<file path="src/rtl/pcam_pkg.sv">
package pcam_pkg;
   typedef enum logic [1:0] {
      ET_VALID = 2'b00,
      ET_EMPTY = 2'b01,
      ET_SKIP  = 2'b10,
      ET_RAM   = 2'b11
   } etype_t;

   typedef enum logic [1:0] {
      WM_ABS   = 2'b00,
      WM_MATCH = 2'b01,
      WM_FREE  = 2'b10,
      WM_NONE  = 2'b11
   } wmode_t;
endpackage

</file>
<file path="src/rtl/pcam_seg_care.sv">
module pcam_seg_care #(
   parameter int DATA_W = 64,
   parameter int SEG_W  = 16,
   localparam int NSEG  = DATA_W / SEG_W,
   localparam int SW    = $clog2(NSEG)
) (
   input  logic [SW-1:0]     cam_segs,
   input  logic [DATA_W-1:0] mask,
   input  logic              mask_en,
   output logic [DATA_W-1:0] care
);
   logic [DATA_W-1:0] seg_care;

   for (genvar s = 0; s < NSEG; s++) begin : g_seg
      assign seg_care[s*SEG_W +: SEG_W] = (SW'(s) <= cam_segs) ? {SEG_W{1'b1}} : {SEG_W{1'b0}};
   end

   assign care = mask_en ? (seg_care & ~mask) : seg_care;
endmodule

</file>
<file path="src/rtl/pcam_match_line.sv">
module pcam_match_line
   import pcam_pkg::*;
#(
   parameter int DATA_W = 64
) (
   input  logic [DATA_W-1:0] entry_data,
   input  etype_t            entry_type,
   input  logic [DATA_W-1:0] key,
   input  logic [1:0]        key_type,
   input  logic [DATA_W-1:0] care,
   output logic              hit
);
   assign hit = (entry_type == etype_t'(key_type)) && (((entry_data ^ key) & care) == '0);
endmodule

</file>
<file path="src/rtl/pcam_prio_enc.sv">
module pcam_prio_enc #(
   parameter int N  = 16,
   localparam int AW = $clog2(N)
) (
   input  logic [N-1:0]  req,
   output logic          any,
   output logic [AW-1:0] idx
);
   always_comb begin
      any = |req;
      idx = '0;
      for (int i = N - 1; i >= 0; i--) begin
         if (req[i]) idx = AW'(i);
      end
   end
endmodule

</file>
<file path="src/rtl/pcam_core.sv">
module pcam_core
   import pcam_pkg::*;
#(
   parameter int DEPTH  = 16,
   parameter int DATA_W = 64,
   parameter int SEG_W  = 16,
   localparam int NSEG  = DATA_W / SEG_W,
   localparam int SW    = $clog2(NSEG),
   localparam int AW    = $clog2(DEPTH)
) (
   input  logic              clk,
   input  logic              rst_n,
   input  logic [SW-1:0]     cfg_cam_segs,
   input  logic              cmp_strobe,
   input  logic [1:0]        cmp_type,
   input  logic [DATA_W-1:0] cmp_data,
   input  logic [DATA_W-1:0] cmp_mask,
   input  logic              cmp_mask_en,
   input  logic              wr_en,
   input  logic [1:0]        wr_mode,
   input  logic [AW-1:0]     wr_addr,
   input  logic [DATA_W-1:0] wr_data,
   input  logic [1:0]        wr_type,
   input  logic              rd_en,
   input  logic [AW-1:0]     rd_addr,
   output logic [DATA_W-1:0] rd_data,
   output logic [1:0]        rd_type,
   output logic              match_flag,
   output logic [AW-1:0]     match_addr,
   output logic [AW-1:0]     free_addr,
   output logic              full_flag
);
   if (DEPTH < 2 || DEPTH != (1 << AW)) begin : g_bad_depth
      $error("pcam_core: DEPTH must be a power of two of at least 2");
   end
   if (NSEG < 2 || DATA_W != NSEG * SEG_W) begin : g_bad_width
      $error("pcam_core: DATA_W must be at least two whole segments");
   end

   logic [DATA_W-1:0] mem [DEPTH];
   etype_t            typ [DEPTH];
   logic [DATA_W-1:0] care;
   logic [DEPTH-1:0]  hit_vec;
   logic [DEPTH-1:0]  empty_vec;
   logic              hit_any, free_any;
   logic [AW-1:0]     hit_idx, free_idx;
   logic              wr_go;
   logic [AW-1:0]     wr_sel;

   pcam_seg_care #(.DATA_W(DATA_W), .SEG_W(SEG_W)) u_care (
      .cam_segs (cfg_cam_segs),
      .mask     (cmp_mask),
      .mask_en  (cmp_mask_en),
      .care     (care)
   );

   for (genvar e = 0; e < DEPTH; e++) begin : g_entry
      pcam_match_line #(.DATA_W(DATA_W)) u_ml (
         .entry_data (mem[e]),
         .entry_type (typ[e]),
         .key        (cmp_data),
         .key_type   (cmp_type),
         .care       (care),
         .hit        (hit_vec[e])
      );
      assign empty_vec[e] = (typ[e] == ET_EMPTY);

      always_ff @(posedge clk) begin
         if (!rst_n) begin
            mem[e] <= '0;
            typ[e] <= ET_EMPTY;
         end else if (wr_go && wr_sel == AW'(e)) begin
            mem[e] <= wr_data;
            typ[e] <= etype_t'(wr_type);
         end
      end
   end

   pcam_prio_enc #(.N(DEPTH)) u_hit_enc (
      .req (hit_vec),
      .any (hit_any),
      .idx (hit_idx)
   );

   pcam_prio_enc #(.N(DEPTH)) u_free_enc (
      .req (empty_vec),
      .any (free_any),
      .idx (free_idx)
   );

   always_comb begin
      wr_go  = 1'b0;
      wr_sel = wr_addr;
      case (wmode_t'(wr_mode))
         WM_ABS: begin
            wr_go  = wr_en;
            wr_sel = wr_addr;
         end
         WM_MATCH: begin
            wr_go  = wr_en && match_flag;
            wr_sel = match_addr;
         end
         WM_FREE: begin
            wr_go  = wr_en && !full_flag;
            wr_sel = free_addr;
         end
         default: wr_go = 1'b0;
      endcase
   end

   always_ff @(posedge clk) begin
      if (!rst_n) begin
         match_flag <= 1'b0;
         match_addr <= '0;
         free_addr  <= '0;
         full_flag  <= 1'b0;
         rd_data    <= '0;
         rd_type    <= 2'b00;
      end else begin
         if (cmp_strobe) begin
            match_flag <= hit_any;
            match_addr <= hit_any ? hit_idx : '0;
         end
         free_addr <= free_any ? free_idx : '0;
         full_flag <= !free_any;
         if (rd_en) begin
            rd_data <= mem[rd_addr];
            rd_type <= typ[rd_addr];
         end
      end
   end
endmodule

</file>
<file path="config.mk">
export PLATFORM = sky130hd
export DESIGN_NAME = pcam_core
export DESIGN_NICKNAME = d
export VERILOG_FILES = /design/src/rtl/pcam_pkg.sv /design/src/rtl/pcam_seg_care.sv /design/src/rtl/pcam_match_line.sv /design/src/rtl/pcam_prio_enc.sv /design/src/rtl/pcam_core.sv
export SDC_FILE = /design/constraint.sdc
export NUM_CORES = 2
export LEC_CHECK = 0
export BUFFER_PORTS_ARGS = -buffer_cell sky130_fd_sc_hd__buf_2
export CAP_MARGIN = 25
export CORE_ASPECT_RATIO = 0.8
export CORE_UTILIZATION = 30
export DETAILED_ROUTE_END_ITERATION = 16
export PLACE_DENSITY = 0.57
export SYNTH_ARGS = -nofsm -noshare
export SYNTH_HDL_FRONTEND = slang
export SYNTH_HIERARCHICAL = 1
export SYNTH_SLANG_ARGS = --single-unit
export TNS_END_PERCENT = 20
</file>
<file path="constraint.sdc">
create_clock -name clk -period 6.9 [get_ports clk]
set_input_delay 0.69 -clock clk [delete_from_list [all_inputs] [get_ports clk]]
set_output_delay 0.69 -clock clk [all_outputs]
set_load 0.01 [all_outputs]
</file>
Word-level counts from Yosys, hierarchy flattened. Memory sizes are Yosys's and may differ from the RTL's. A register that Yosys moved wholly into a read port is not among the register bits. Index checks and enable logic that the tools add are counted.

RAM bits: 1056. Memories: 2. Input port bits: 214. Logic and storage cells: 312. Output and inout bits: 76. Register bits: 10.

Bitwise operators: 68. Reduce and logical (&&, ||, !) cells: 62. Multiplexer cells: 120. Magnitude comparators: 4. Eq/ne operators: 49.

Memories: mem (words 16, width 64, read ports 17, clocked after Yosys merged registers in 1, write ports 16, line pcam_core.sv:40) `logic [DATA_W-1:0] mem [DEPTH];`; typ (words 16, width 2, read ports 17, clocked after Yosys merged registers in 1, write ports 16, line pcam_core.sv:41) `etype_t typ [DEPTH];`.

Operators with widths (number): 64-bit bitwise AND (17); 64-bit two-way mux (17); 64-bit zero test (16); 64-bit bitwise XOR (16); 4-bit two-way mux (25); 16-bit two-way mux (4); 64-bit NOT (1); 1-bit two-way mux (50); 2-bit two-way mux (18); 2-bit by 1-bit equality test with 1-bit output, second input constant (17); 1-bit logical AND (34); 2-bit equality test (16); 4-bit equality test, second input constant (8); 1-bit OR (32); 16-bit OR reduction (2); 4-bit by 3-bit equality test with 1-bit output, second input constant (4); 3-bit two-way mux (4); 10-bit OR reduction (1); 4-bit by 2-bit equality test with 1-bit output, second input constant (2); 4-bit one-hot mux with 2 select lines (1); 6-bit OR reduction (1); 4-bit by 1-bit equality test with 1-bit output, second input constant (1); 1-bit by 2-bit <= comparator with 1-bit output, first input constant (2); 2-bit <= comparator, first input constant (2); 8 further kinds (12).

Logic depth before layout (Yosys ltp).
Depth in word-level cells: 24. Depth in mapped cells: 13. Gate-level depth less buffers: 12.

Cells and area by module. Netlist, hierarchy kept.

By module, submodules not included: pcam_core (instances 1, area each 50997.7 µm², cells each 3919); pcam_match_line (instances 16, area each 905.9 µm², cells each 107); pcam_seg_care (instances 1, area each 440.4 µm², cells each 76); pcam_prio_enc (instances 2, area each 176.4 µm², cells each 34).

Worst setup path after synthesis. OpenSTA, ideal clock, no wires.

Path kind: input to register. Start point: in wr_mode[0]. End point: mem mem[2][0], enable pin. Stages: 7. Arrival time: 6.504 ns. Library setup time: 0.581 ns. Setup slack: -0.185 ns. Path buffers: 1. Cell sequence: inv_1 ha_1 buf_4 nor2_1 a21oi_1 or3_1 o21ai_0.

RTL lines: start, declared (line pcam_core.sv:20) `input logic [1:0] wr_mode,`; end, declared (line pcam_core.sv:40).

Worst setup path after layout.
Start point: in cfg_cam_segs[1]. End point: reg match_addr[1].

RTL lines: start, declared (line pcam_core.sv:13) `input logic [SW-1:0] cfg_cam_segs,`; 2-bit <= comparator * (line pcam_seg_care.sv:15) `assign seg_care[s*SEG_W +: SEG_W] = (SW'(s) <= cam_segs) ? {SEG_W{1'b1}} : {SEG_W{1'b0}};`; 16-bit two-way mux * (line pcam_seg_care.sv:15); 64-bit bitwise AND (line pcam_seg_care.sv:18) `assign care = mask_en ? (seg_care & ~mask) : seg_care;`; 64-bit two-way mux * (line pcam_seg_care.sv:18); net care[57] (line pcam_core.sv:42) `logic [DATA_W-1:0] care;`; 64-bit bitwise AND * (line pcam_match_line.sv:13) `assign hit = (entry_type == etype_t'(key_type)) && (((entry_data ^ key) & care) == '0);`; 64-bit zero test * (line pcam_match_line.sv:13); 1-bit logical AND * (line pcam_match_line.sv:13); net hit_vec[4] (line pcam_core.sv:43) `logic [DEPTH-1:0] hit_vec;`; 16-bit OR reduction * (line pcam_prio_enc.sv:10) `any = |req;`; net hit_any (line pcam_core.sv:45) `logic hit_any, free_any;`; 4-bit two-way mux * (line pcam_core.sv:122) `match_addr <= hit_any ? hit_idx : '0;`; end signal, assigned (line pcam_core.sv:122); end, declared (line pcam_core.sv:29) `output logic [AW-1:0] match_addr,`.

The timed path passes the listed nets; every way through them passes the cells marked *. A chain may end at the register's enable or synchronous reset.

==> run summary <==
## Status
• run status: finished clean

## Floorplanning
• placeable core area: 0.218 mm²
• horizontal die dimension: 528 µm
• die area: 0.223 mm²
• Top-Level Pins: 290
• initial cell density of the core: 30.3%
• vertical die dimension: 422 µm
• number of rows in the core area: 153

## Power
• fraction of power consumed by sequential logic: 45.2%
• clock network power share: 39.1%
• Switching Share: 29.9%
• Peak supply drop: 0.199 mV
• combinational fraction of design power: 15.8%
• Design Power: 17700 µW
• power spent charging and discharging nets: 5300 µW
• leakage power figure: 0.0330 µW
• Pint: 12400 µW
• Pwr per Cell Area: 236 mW/mm²

## Critical path
• critical path startpoint category: primary input
• WP data required: 7.57 ns
• worst flop-to-flop path startpoint: mem[13][11]$_SDFFCE_PN0P_
• combined buffer and inverter count along the critical path: 1
• Worst Setup Path Type: primary input to register
• maximum fanout encountered on the critical timing path: 18
• arrival time of data at the critical path endpoint: 5.11 ns
• maximum cell stage delay along the critical path: 0.83 ns
• kind of capture point of the worst setup path: register
• sequence of cells on the critical path: buf_2, nand2_2, a21oi_2, a22oi_1, nand4_1, or4_1, nor4_2, nor4_2, nand3_1, or3_1, nand3_1, a21boi_0
• slowest stage cell, crit path: sky130_fd_sc_hd__a21oi_2
• worst setup path start: cfg_cam_segs[1]
• family with the most delay on the worst path: simple AND/OR/NAND/NOR gates

## Clock network
• Root Driver: sky130_fd_sc_hd__clkbuf_16
• # H-tree levels: 3
• Hold Buf Count CTS: 0
• postcts setup bufs: 0
• maximum buffer depth of the clock tree: 3
• clock network latency to the later pin of the worst-skew pair: 0.80 ns
• register clock-pin slew on the reported worst setup and hold paths: 0.06 ns
• clock tree from TritonCTS: built
• post-cts gate resize count: 0
• number of buffers created by CTS: 121
• number of clock sinks: 1132

## STA
• Max Clock Skew: 0.0283 ns
• worst-margin pin slew: 1.17 ns
• final hold violations: 0
• Tcrit/Tclk final: 64.3%
• final setup violating endpoints: 0
• maximum clock frequency: 225 MHz
• final period demand of the worst path: 4.44 ns
• RSZ-0062 raised after global routing: false
• Rel. slew slack: 21.9%
• final-layout setup total negative slack: 0 ns
• Pins Over Slew Limit: 0

## Cells and area
• share of layout cells above drive strength 1: 11.5%
• cell area after layout: 0.0752 mm²
• number of filler cells placed in the layout: 21700
• area of the multi-input gates: 0.0314 mm²
• area occupied by registers: 0.0332 mm²
• Area growth syn-to-layout: 13.5%
• final instance count without filler cells: 8932
• fin nets: 6062

## Place
• final weighted congestion in routability-driven placement: 0.974
• number of port buffers: 289
• Placed Area: 0.0710 mm²
• estimated wirelength of the detail-placed design: 193 mm
• # placed instances: 8664

## Routing
• drt initial violations: 7103
• antenna-violating nets left: 0
• number of vias in the routed layout: 52100
• remaining design rule violation count: 0
• detailed-route vias per instance: 5.84
• first-pass iteration count of the detailed router: 8
• final wirelength: 300 mm
• routed wirelength normalized by instance count: 33.6 µm

## Hold path
• startpoint of the tightest hold check path: cmp_strobe
• worst hold-check path type: primary input to register

## Synthesis
• fraction of synthesized cell area taken by the top area cell type: 47.8%
• number of standard cells after synthesis: 5775
• most frequently used flop master after synthesis: sky130_fd_sc_hd__edfxtp_1
• portion of the post-synthesis area used by sequential elements: 50.1%
• most area-hungry cell type in the Yosys netlist: sky130_fd_sc_hd__edfxtp_1
• net count after synthesis: 5993
• number of synthesized flops with an enable pin: 1056
• post-synthesis sequential element count: 1132
• total of warnings raised by yosys: 6
• Post-Syn Area per Cell: 11.5 µm²
• count of distinct cell types in the synthesized netlist: 48
• post-synthesis instance area: 0.0663 mm²
• share of flip-flops with an asynchronous set or reset: 0%
• synth top area cells: sky130_fd_sc_hd__edfxtp_1, sky130_fd_sc_hd__xor2_1, sky130_fd_sc_hd__and3_1

## Global routing
• largest net degree at the start of global routing: 174
• global-route usage over all layers: 26.0%
• antenna violations before repair: 79
• sum of overflow across all layers after global routing: 0
• first-pass GRT wire length: 411 mm
• vias in the first global route: 49600

## Run
• max-capacitance violation count: 0

cell type report:
class | count | area share, %
Clock buffer | 160 | 4.41
Clock inverter | 71 | 1.06
Timing Repair Buffer | 398 | 3.53
Inverter | 8 | 0.0399
Multi-Input combinational cell | 4183 | 41.8
Sequential cell | 1132 | 44.2
Tap cell | 2945 | 4.90
Antenna cell | 35 | 0.116
cell usage after synthesis (all sizes together), types with 48 or more instances:
cell type / n
edfxtp: 1056
nand2: 230
and3: 1052
a21oi: 174
nand3: 209
dfxtp: 76
nand4: 112
a22oi: 504
a221oi: 64
a22o: 48
clkbuf: 301
mux2i: 529
buf: 151
xor2: 1056
power by group through the flow:
stage / sequential [µW] / clock (µW) / combinational, µW
finish: 8000 / 6920 / 2800
detailed placement: 8150 / 0 / 2730
CTS: 8000 / 6970 / 2740
global route: 8030 / 7220 / 2880
global placement: 8140 / 0 / 2740
floorplan: 8120 / 0 / 1360
flip-flops by register name, summed over array words and instances, names as in the netlist:
register    cells
match_addr      4
rd_type         2
typ            32
rd_data        64
free_addr       4
full_flag       1
match_flag      1
mem          1024
through the flow:
step | hold WS (ns) | util (%) | setup slack [ns]
floorplan | 0.482 | - | -0.185
global placement | 0.440 | 32.4 | 1.43
detailed placement | 0.436 | 32.5 | 1.72
CTS | 0.211 | 34.4 | 2.55
global route | 0.248 | 34.4 | 2.33
finish | 0.259 | 34.4 | 2.46
worst min-delay path: stages:
cell and delay, ns:
sky130_fd_sc_hd__buf_2 0.16, sky130_fd_sc_hd__nand3_1 0.08, sky130_fd_sc_hd__a21boi_0 0.08
cell usage in the layout, fill, tap and decap left out, types with 28 or more instances in the layout:
cell and count:
sky130_fd_sc_hd__a21oi_1 162, sky130_fd_sc_hd__a221oi_1 64, sky130_fd_sc_hd__a22o_1 48, sky130_fd_sc_hd__a22oi_1 488, sky130_fd_sc_hd__and3_1 1046, sky130_fd_sc_hd__buf_12 28, sky130_fd_sc_hd__buf_2 287, sky130_fd_sc_hd__buf_4 80
sky130_fd_sc_hd__clkbuf_16 122, sky130_fd_sc_hd__dfxtp_1 76, sky130_fd_sc_hd__diode_2 35, sky130_fd_sc_hd__edfxtp_1 1056, sky130_fd_sc_hd__mux2i_1 529, sky130_fd_sc_hd__nand2_1 229, sky130_fd_sc_hd__nand3_1 208, sky130_fd_sc_hd__nand4_1 96
sky130_fd_sc_hd__xor2_1 1056
kinds of logic (layout without fill, tap and decap cells):
| kind of cell | after synthesis | after routing | share of synthesized area (%) |
|---|---|---|---|
| AOI/OAI and AO/OA | 877 | 877 | 9.69 |
| DFF | 1132 | 1132 | 50.1 |
| muxes | 529 | 529 | 7.99 |
| xor gates and xnor gates | 1056 | 1056 | 14.0 |
| other | 0 | 35 | 0 |
| buffers and inverters | 460 | 637 | 2.89 |
| adders and majority gates | 4 | 4 | 0.0755 |
| and+or+nand+nor | 1717 | 1717 | 15.3 |
metal layers:
layer | vias to the layer above | global-route usage, % | routed length, µm
met5 | - | 0 | 218
met4 | 32 | 8.50 | 10400
met1 | 26600 | 36.1 | 127000
met3 | 506 | 5.89 | 28400
met2 | 2934 | 39.9 | 134000
li1 | 22100 | - | -
worst paths after layout:
path                                      to  depth (start not counted)  slack [ns]
setup reg to reg  match_addr[0]$_SDFFE_PN0P_                         10        3.23
hold / removal    match_addr[2]$_SDFFE_PN0P_                          3        0.26
setup / recovery  match_addr[1]$_SDFFE_PN0P_                         12        2.46
hold reg to reg     rd_data[11]$_SDFFE_PN0P_                          2        0.45
No activity file was read; power rests on OpenSTA's default activity.
